<file path="src/rtl/extint_pkg.sv">
package extint_pkg;
  localparam int unsigned OFS_IMASK = 32'h00;
  localparam int unsigned OFS_EMASK = 32'h04;
  localparam int unsigned OFS_RSEL  = 32'h08;
  localparam int unsigned OFS_FSEL  = 32'h0C;
  localparam int unsigned OFS_SWEV  = 32'h10;
  localparam int unsigned OFS_PEND  = 32'h14;

  typedef enum logic [2:0] {
    SEL_IMASK, SEL_EMASK, SEL_RSEL, SEL_FSEL, SEL_SWEV, SEL_PEND, SEL_NONE
  } reg_sel_e;
endpackage

</file>
<file path="src/rtl/extint_sync.sv">
module extint_sync #(
  parameter int unsigned NUM_LINES   = 23,
  parameter int unsigned SYNC_STAGES = 2
) (
  input  logic                 clk,
  input  logic                 rst_n,
  input  logic [NUM_LINES-1:0] line_i,
  output logic [NUM_LINES-1:0] rise_o,
  output logic [NUM_LINES-1:0] fall_o
);
  localparam int unsigned LAST = SYNC_STAGES - 1;

  logic [NUM_LINES-1:0] stage_q [SYNC_STAGES];
  logic [NUM_LINES-1:0] prev_q;

  for (genvar g = 0; g < SYNC_STAGES; g++) begin : g_stage
    if (g == 0) begin : g_first
      always_ff @(posedge clk or negedge rst_n) begin
        if (!rst_n) stage_q[g] <= '0;
        else        stage_q[g] <= line_i;
      end
    end else begin : g_next
      always_ff @(posedge clk or negedge rst_n) begin
        if (!rst_n) stage_q[g] <= '0;
        else        stage_q[g] <= stage_q[g-1];
      end
    end
  end

  always_ff @(posedge clk or negedge rst_n) begin
    if (!rst_n) prev_q <= '0;
    else        prev_q <= stage_q[LAST];
  end

  always_comb begin
    rise_o = stage_q[LAST] & ~prev_q;
    fall_o = ~stage_q[LAST] & prev_q;
  end
endmodule

</file>
<file path="src/rtl/extint_regs.sv">
module extint_regs
  import extint_pkg::*;
#(
  parameter int unsigned NUM_LINES = 23,
  parameter int unsigned DATA_W    = 32,
  parameter int unsigned ADDR_W    = 8
) (
  input  logic                 clk,
  input  logic                 rst_n,
  input  logic                 wr_en,
  input  logic [ADDR_W-1:0]    addr,
  input  logic [DATA_W-1:0]    wdata,
  input  logic [NUM_LINES-1:0] pend_i,
  output logic [DATA_W-1:0]    rdata,
  output logic [NUM_LINES-1:0] imask_o,
  output logic [NUM_LINES-1:0] emask_o,
  output logic [NUM_LINES-1:0] rsel_o,
  output logic [NUM_LINES-1:0] fsel_o,
  output logic [NUM_LINES-1:0] swev_o,
  output logic [NUM_LINES-1:0] sw_set_o,
  output logic [NUM_LINES-1:0] clr_o
);
  reg_sel_e             sel;
  logic [NUM_LINES-1:0] wbits;
  logic                 imask_en, emask_en, rsel_en, fsel_en, swev_en;

  always_comb begin
    if      (addr == ADDR_W'(OFS_IMASK)) sel = SEL_IMASK;
    else if (addr == ADDR_W'(OFS_EMASK)) sel = SEL_EMASK;
    else if (addr == ADDR_W'(OFS_RSEL))  sel = SEL_RSEL;
    else if (addr == ADDR_W'(OFS_FSEL))  sel = SEL_FSEL;
    else if (addr == ADDR_W'(OFS_SWEV))  sel = SEL_SWEV;
    else if (addr == ADDR_W'(OFS_PEND))  sel = SEL_PEND;
    else                                 sel = SEL_NONE;
  end

  always_comb begin
    wbits    = wdata[NUM_LINES-1:0];
    imask_en = wr_en && (sel == SEL_IMASK);
    emask_en = wr_en && (sel == SEL_EMASK);
    rsel_en  = wr_en && (sel == SEL_RSEL);
    fsel_en  = wr_en && (sel == SEL_FSEL);
    swev_en  = wr_en && (sel == SEL_SWEV);
    sw_set_o = swev_en ? wbits : '0;
    clr_o    = (wr_en && (sel == SEL_PEND)) ? wbits : '0;
  end

  always_ff @(posedge clk or negedge rst_n) begin
    if (!rst_n) begin
      imask_o <= '0;
      emask_o <= '0;
      rsel_o  <= '0;
      fsel_o  <= '0;
      swev_o  <= '0;
    end else begin
      if (imask_en) imask_o <= wbits;
      if (emask_en) emask_o <= wbits;
      if (rsel_en)  rsel_o  <= wbits;
      if (fsel_en)  fsel_o  <= wbits;
      if (swev_en)  swev_o  <= wbits;
    end
  end

  always_comb begin
    unique case (sel)
      SEL_IMASK: rdata = DATA_W'(imask_o);
      SEL_EMASK: rdata = DATA_W'(emask_o);
      SEL_RSEL:  rdata = DATA_W'(rsel_o);
      SEL_FSEL:  rdata = DATA_W'(fsel_o);
      SEL_SWEV:  rdata = DATA_W'(swev_o);
      SEL_PEND:  rdata = DATA_W'(pend_i);
      default:   rdata = '0;
    endcase
  end
endmodule

</file>
<file path="src/rtl/extint_pend.sv">
module extint_pend #(
  parameter int unsigned NUM_LINES = 23
) (
  input  logic                 clk,
  input  logic                 rst_n,
  input  logic [NUM_LINES-1:0] rise_i,
  input  logic [NUM_LINES-1:0] fall_i,
  input  logic [NUM_LINES-1:0] rsel_i,
  input  logic [NUM_LINES-1:0] fsel_i,
  input  logic [NUM_LINES-1:0] sw_set_i,
  input  logic [NUM_LINES-1:0] clr_i,
  input  logic [NUM_LINES-1:0] imask_i,
  output logic [NUM_LINES-1:0] trig_o,
  output logic [NUM_LINES-1:0] pend_o,
  output logic [NUM_LINES-1:0] pulse_o
);
  logic [NUM_LINES-1:0] pend_d, pulse_d;

  always_comb begin
    trig_o  = (rise_i & rsel_i) | (fall_i & fsel_i) | sw_set_i;
    pend_d  = (pend_o & ~clr_i) | trig_o;
    pulse_d = trig_o & imask_i;
  end

  always_ff @(posedge clk or negedge rst_n) begin
    if (!rst_n) begin
      pend_o  <= '0;
      pulse_o <= '0;
    end else begin
      pend_o  <= pend_d;
      pulse_o <= pulse_d;
    end
  end
endmodule

</file>
<file path="src/rtl/extint_ctrl.sv">
module extint_ctrl #(
  parameter int unsigned NUM_LINES   = 23,
  parameter int unsigned DATA_W      = 32,
  parameter int unsigned ADDR_W      = 8,
  parameter int unsigned SYNC_STAGES = 2
) (
  input  logic                 clk,
  input  logic                 rst_n,
  input  logic [NUM_LINES-1:0] line_in,
  input  logic                 wr_en,
  input  logic [ADDR_W-1:0]    addr,
  input  logic [DATA_W-1:0]    wdata,
  output logic [DATA_W-1:0]    rdata,
  output logic [NUM_LINES-1:0] irq_pulse
);
  logic [NUM_LINES-1:0] rise, fall, imask, emask, rsel, fsel, swev;
  logic [NUM_LINES-1:0] sw_set, clr, trig, pend;

  extint_sync #(.NUM_LINES(NUM_LINES), .SYNC_STAGES(SYNC_STAGES)) u_sync (
    .clk(clk), .rst_n(rst_n), .line_i(line_in), .rise_o(rise), .fall_o(fall)
  );

  extint_regs #(.NUM_LINES(NUM_LINES), .DATA_W(DATA_W), .ADDR_W(ADDR_W)) u_regs (
    .clk(clk), .rst_n(rst_n), .wr_en(wr_en), .addr(addr), .wdata(wdata),
    .pend_i(pend), .rdata(rdata), .imask_o(imask), .emask_o(emask),
    .rsel_o(rsel), .fsel_o(fsel), .swev_o(swev), .sw_set_o(sw_set), .clr_o(clr)
  );

  extint_pend #(.NUM_LINES(NUM_LINES)) u_pend (
    .clk(clk), .rst_n(rst_n), .rise_i(rise), .fall_i(fall), .rsel_i(rsel),
    .fsel_i(fsel), .sw_set_i(sw_set), .clr_i(clr), .imask_i(imask),
    .trig_o(trig), .pend_o(pend), .pulse_o(irq_pulse)
  );
endmodule

</file>
<file path="config.mk">
export PLATFORM = sky130hd
export DESIGN_NAME = extint_ctrl
export DESIGN_NICKNAME = d
export VERILOG_FILES = /design/src/rtl/extint_pkg.sv /design/src/rtl/extint_sync.sv /design/src/rtl/extint_regs.sv /design/src/rtl/extint_pend.sv /design/src/rtl/extint_ctrl.sv
export SDC_FILE = /design/constraint.sdc
export NUM_CORES = 1
export LEC_CHECK = 0
export ABC_AREA = 1
export BUFFER_PORTS_ARGS = -buffer_cell sky130_fd_sc_hd__buf_4
export CORE_ASPECT_RATIO = 0.9
export CORE_MARGIN = 2
export CORE_UTILIZATION = 60
export DETAILED_ROUTE_END_ITERATION = 16
export PLACE_DENSITY = 0.88
export SLEW_MARGIN = 0
export SYNTH_ARGS = -nofsm -noshare
export SYNTH_HDL_FRONTEND = slang
export SYNTH_SLANG_ARGS = --single-unit
</file>
<file path="constraint.sdc">
create_clock -name clk -period 2.2 [get_ports clk]
set_clock_uncertainty 0.2 [all_clocks]
set_input_delay 0.11 -clock clk [delete_from_list [all_inputs] [get_ports clk]]
set_output_delay 0.11 -clock clk [all_outputs]
set_load 0.02 [all_outputs]
</file>
Word-level counts from Yosys, hierarchy flattened --
Index checks and enable logic that the tools add are counted.
Storage, ports and cells: output and inout bits 55, input port bits 66, register bits 230
Cells by class: muxes and demuxes 9, reduce and logical (&&, ||, !) cells 8, bitwise operators 12, equality and inequality tests 10
Operators with widths (number):
- bitwise AND 23 bit | 6
- case mux 23 bit (6 select lines) | 1
- inverter 23 bit | 3
- OR 23 bit | 3
- 2-to-1 mux 23 bit | 2
- equality test 8 x 4 -> 1 bit, second input constant | 2
- equality test 8 x 5 -> 1 bit, second input constant | 2
- 2-to-1 mux 3 bit | 5
- equality test 8 x 3 -> 1 bit, second input constant | 1
- zero test 8 bit | 1
- equality test 3 x 2 -> 1 bit, second input constant | 2
- equality test 3 bit, second input constant | 2
- logical AND 1 bit | 6
- equality test 3 x 1 -> 1 bit, second input constant | 1
- zero test 3 bit | 1
- 2-to-1 mux 2 bit | 1

Depth between registers and ports, before layout --
depth in word-level cells 13, mapped depth 9, depth with buffers taken out 9

Cells and area by module --
Synthesis repeated with hierarchy kept, for this count alone.
Unflattened totals: cells, all modules 1198, area total of the unflattened synthesis 10306.1 sq um
By module, submodules not included:
- extint_regs | cells an instance 784, times used 1, seq. area each 2877.8 sq um, area an instance 6047.0 sq um
- extint_pend | cells an instance 253, times used 1, seq. area each 1151.1 sq um, area an instance 2187.1 sq um
- extint_sync | cells an instance 161, times used 1, seq. area each 1726.7 sq um, area an instance 2072.0 sq um

Least setup slack after synthesis --
No wires, ideal clock.
path type in2out, from input addr[0], to output rdata[0], buffers on the path 1, arrival time 1.206 ns, slack 0.684 ns, stages 8, path through inv_1 > nand2_2 > nor3_4 > clkbuf_1 > nand3_1 > nand2_1 > inv_1 > nand4_1
On the way: cells in the longest elaborated chain, start to end 9, elaborated cells between the ends (all ways) 19, classes of those cells eq/ne: 10; mux: 7; reduce/logical: 2
Ends and longest elaborated chain:
- start, declared | line extint_ctrl.sv:11 | input logic [ADDR_W-1:0] addr,
- equality test 8 x 5 -> 1 bit | line extint_regs.sv:33 | else if (addr == ADDR_W'(OFS_PEND)) sel = SEL_PEND;
- 2-to-1 mux 2 bit | line extint_regs.sv:33
- 2-to-1 mux 3 bit | line extint_regs.sv:32 | else if (addr == ADDR_W'(OFS_SWEV)) sel = SEL_SWEV;
- 2-to-1 mux 3 bit | line extint_regs.sv:31 | else if (addr == ADDR_W'(OFS_FSEL)) sel = SEL_FSEL;
- 2-to-1 mux 3 bit | line extint_regs.sv:30 | else if (addr == ADDR_W'(OFS_RSEL)) sel = SEL_RSEL;
- 2-to-1 mux 3 bit | line extint_regs.sv:29 | else if (addr == ADDR_W'(OFS_EMASK)) sel = SEL_EMASK;
- 2-to-1 mux 3 bit (*) | line extint_regs.sv:28 | if (addr == ADDR_W'(OFS_IMASK)) sel = SEL_IMASK;
- equality test 3 bit (tied with other cells) | line extint_regs.sv:65 | unique case (sel)
- case mux 23 bit (6 select lines) (*) | line extint_regs.sv:65
- end, declared | line extint_ctrl.sv:13 | output logic [DATA_W-1:0] rdata,
Every way passes the cells marked *; elsewhere a longest branch is shown, timed or not.

Worst setup path in the final report --
from register u_regs.rsel_o[18], to output rdata[18]
On the way: cells in the longest elaborated chain, start to end 1
Ends and longest elaborated chain:
- start, declared | line extint_regs.sv:17 | output logic [NUM_LINES-1:0] rsel_o,
- start signal, assigned | line extint_regs.sv:58 | if (rsel_en) rsel_o <= wbits;
- case mux 23 bit (6 select lines) | line extint_regs.sv:65
Every way passes these cells.

==> flow_metrics.tcl <==
set metrics [dict create \
    status "completed" \
    crit_start "u_regs.rsel_o[18]" \
    ant_nets 0 \
    die_w_um 137 \
    start_kind "flop" \
    reg2reg_from "u_sync.stage_q[6]" \
    regToRegSetupSlack_ns 0.79 \
    yosysTopAreaCellShare 0.603 \
    via_count 8058 \
    avgSynthCellArea_um2 9.38 \
    crit_path_max_fanout 3 \
    worst_hold_path_type "input port to flop" \
    n_antenna_cell 0 \
    synth_edf_count 0 \
    yosysSeqAreaShare 0.603 \
    synth_common_cells "nand2_1 (275), dfrtp_1 (230), inv_1 (130)" \
    ir_drop_v 0.000604 \
    syn_to_final_growth_pct 24.5 \
    nets 1248 \
    clk_pin_slew_ns 0.06 \
    netSwitchingFraction 0.224 \
    met3_usage 0.0554 \
    criticalPathCategory "flop to output pin" \
    seq_power_share 0.493 \
    gp_routability_congestion 0.830 \
    power_switching_mw 2.09 \
    num_rows 43 \
    cts_setup_buffers 0 \
    synthTopCellsByArea "dfrtp_1 (60%), nand2_1 (11%), inv_1 (5.1%), o21ai_0 (4.6%), nand3_1 (3.7%)" \
    max_freq_mhz 533 \
    ios 121 \
    grt_pass1_vias 7892 \
    start_util 0.616 \
    cts_resized 0 \
    p_int_mw 7.21 \
    report.final.hold_viol_count 0 \
    r2r_cells 4 \
    cts_tree "done" \
    worstMarginPinSlew_ns 0.720 \
    cpPeakStageDelay_ns 0.42 \
    synthCells 1017 \
    synthesis.area_um2 9540 \
    cp_cell_sequence "a22oi_1 -> nand4_1 -> buf_4" \
    grt_first_pass_wirelength_um 39800 \
    power_density_nw_per_um2 783 \
    reg2reg_to "u_pend.pulse_o[6]" \
    yosysTopAreaCell "dfrtp_1" \
    num-fill-cells 958 \
    rsz0062_at_grt "no" \
    finalCritPeriodShare 0.853 \
    portBuffers 102 \
    h-tree-depth 1 \
    crit_path_top_delay_cell "dfrtp_1" \
    cts_root_buf "clkbuf_16" \
    cts_sinks 230 \
    die_h_um 124 \
    slew_violations 0 \
    critical_path.top_delay_family "flip-flops" \
    ys.warnings.count 0 \
    dieArea_um2 16900 \
    crit_path_end_kind "output pin" \
    ys_types 33 \
    grt_use_met2 0.491 \
    place_ws_ns 0.233 \
    async_reset_ff_frac 1.00 \
    worstSkewPairLatency_ns 0.51 \
    grt.overflow.total 0 \
    coreArea_um2 15500 \
    synth_most_common_cell "nand2_1" \
    cap_violations 0 \
    hold_path_startpoint "wr_en" \
    gr-max-usage-layer "met2" \
    wl_per_cell_um 18.0 \
    combPwrFrac 0.063 \
    drt-total-wl_um 25200 \
    finalSetupViolCount 0 \
    grt_max_degree 73 \
    synth-seq-cells 230 \
    worstPathArrival_ns 1.57 \
    dp_hpwl_um 14700 \
    cts_buffer_depth 3 \
    setup_slack_ns 0.323 \
    drive_gt1_frac 0.192 \
    synth_ff_type "dfrtp_1" \
    slew-limit-headroom 0.520 \
    drc 0 \
    postCtsHoldBufs 49 \
    grt_usage 0.305 \
    crit_required_ns 1.89 \
    layout_min_cycle_time_ns 1.88 \
    whs_ns 0.0120 \
    finalSetupTns_ns 0 \
    leakage_nw 5.77 \
    antenna_found_initial 0 \
    holdPathStages 4 \
    hold_end "u_regs.imask_o[22]" \
    cts_inserted_buffers 23 \
    drt_first_pass_iters 5 \
    drt_iter0_drc 954 \
    use_met1 0.417 \
    path_buf_inv 1 \
    clockPowerShare 0.444 \
    vias_per_cell 5.76 \
]
registers in the layout, summed over array words and instances, names as in the netlist:
name,cells
u_regs.swev_o,23
u_sync.stage_q,46
u_sync.prev_q,23
u_regs.fsel_o,23
u_pend.pend_o,23
u_pend.pulse_o,23
u_regs.imask_o,23
u_regs.rsel_o,23
u_regs.emask_o,23
metal layers:
layer,routed length (um),part of all wire
met1,9740,0.39
met2,12000,0.48
met3,2430,0.097
met4,1030,0.041
met5,0,0
power by group through the flow:
stage / Sequential (mW) / Clock (mW) / Combinational [mW]
after floorplan: 4.61 / 0 / 0.256
after global placement: 4.63 / 0 / 0.485
after detailed placement: 4.64 / 0 / 0.510
after CTS: 4.58 / 4.14 / 0.588
after global routing: 4.60 / 4.34 / 0.656
final: 4.58 / 4.12 / 0.590
cell usage in the layout (no fill, tap or decap), types with 12 or more instances in the layout:
cell type / count
o21ai_1: 19
clkbuf_16: 23
nor2_1: 12
dfrtp_1: 230
o21ai_0: 87
inv_1: 130
buf_4: 123
dlygate4sd3_1: 49
o21ai_2: 23
nand2_1: 275
nand3_1: 71
nand4_1: 21
a21oi_1: 25
nand2_2: 22
kinds of logic (layout without fill, tap and decap cells):
group / Yosys count / after routing / share of synthesized area
compound gates: 183 / 183 / 0.114
buf+inv: 181 / 354 / 0.0822
flops: 230 / 230 / 0.603
other cells: 1 / 9 / 0.000393
simple gates: 422 / 422 / 0.200
worst max-delay path by stage:
stage          slack, ns  cells after the start                 to
2_1_floorplan       0.68                      8           rdata[0]
3_3_place_gp        0.29                      9  u_regs.fsel_o[10]
3_5_place_dp        0.23                      9  u_regs.fsel_o[12]
4_1_cts             0.34                      4          rdata[21]
5_1_grt             0.16                     12           rdata[2]
6_report            0.32                      3          rdata[18]
area by class of cell:
type / count / area (um^2) / area share
Clock buffer: 32 / 649 / 0.0547
Clock inverter: 9 / 149 / 0.0125
Inverter: 135 / 508 / 0.0428
Multi-Input combinational cell: 614 / 3030 / 0.255
Sequential cell: 230 / 5760 / 0.485
Tap cell: 202 / 253 / 0.0213
Timing Repair Buffer: 178 / 1530 / 0.129
worst register-to-register path, delay by kind of cell, from the launching register on:
| family | cells | cell delay, ns |
|---|---|---|
| buf+inv | 2 | 0.21 |
| compound gates | 2 | 0.53 |
| flops | 1 | 0.38 |
metrics by stage:
step                instance area [um^2]  utilization  total power, mW  std cells
finish                             11900        0.766             9.30       1400
floorplan                           9570            -             4.86       1025
global placement                   10600        0.683             5.12       1310
CTS                                11900        0.766             9.30       1400
global route                       11900        0.766             9.59       1400
detailed placement                 10600        0.683             5.15       1310
No activity file was read; power rests on OpenSTA's default activity.
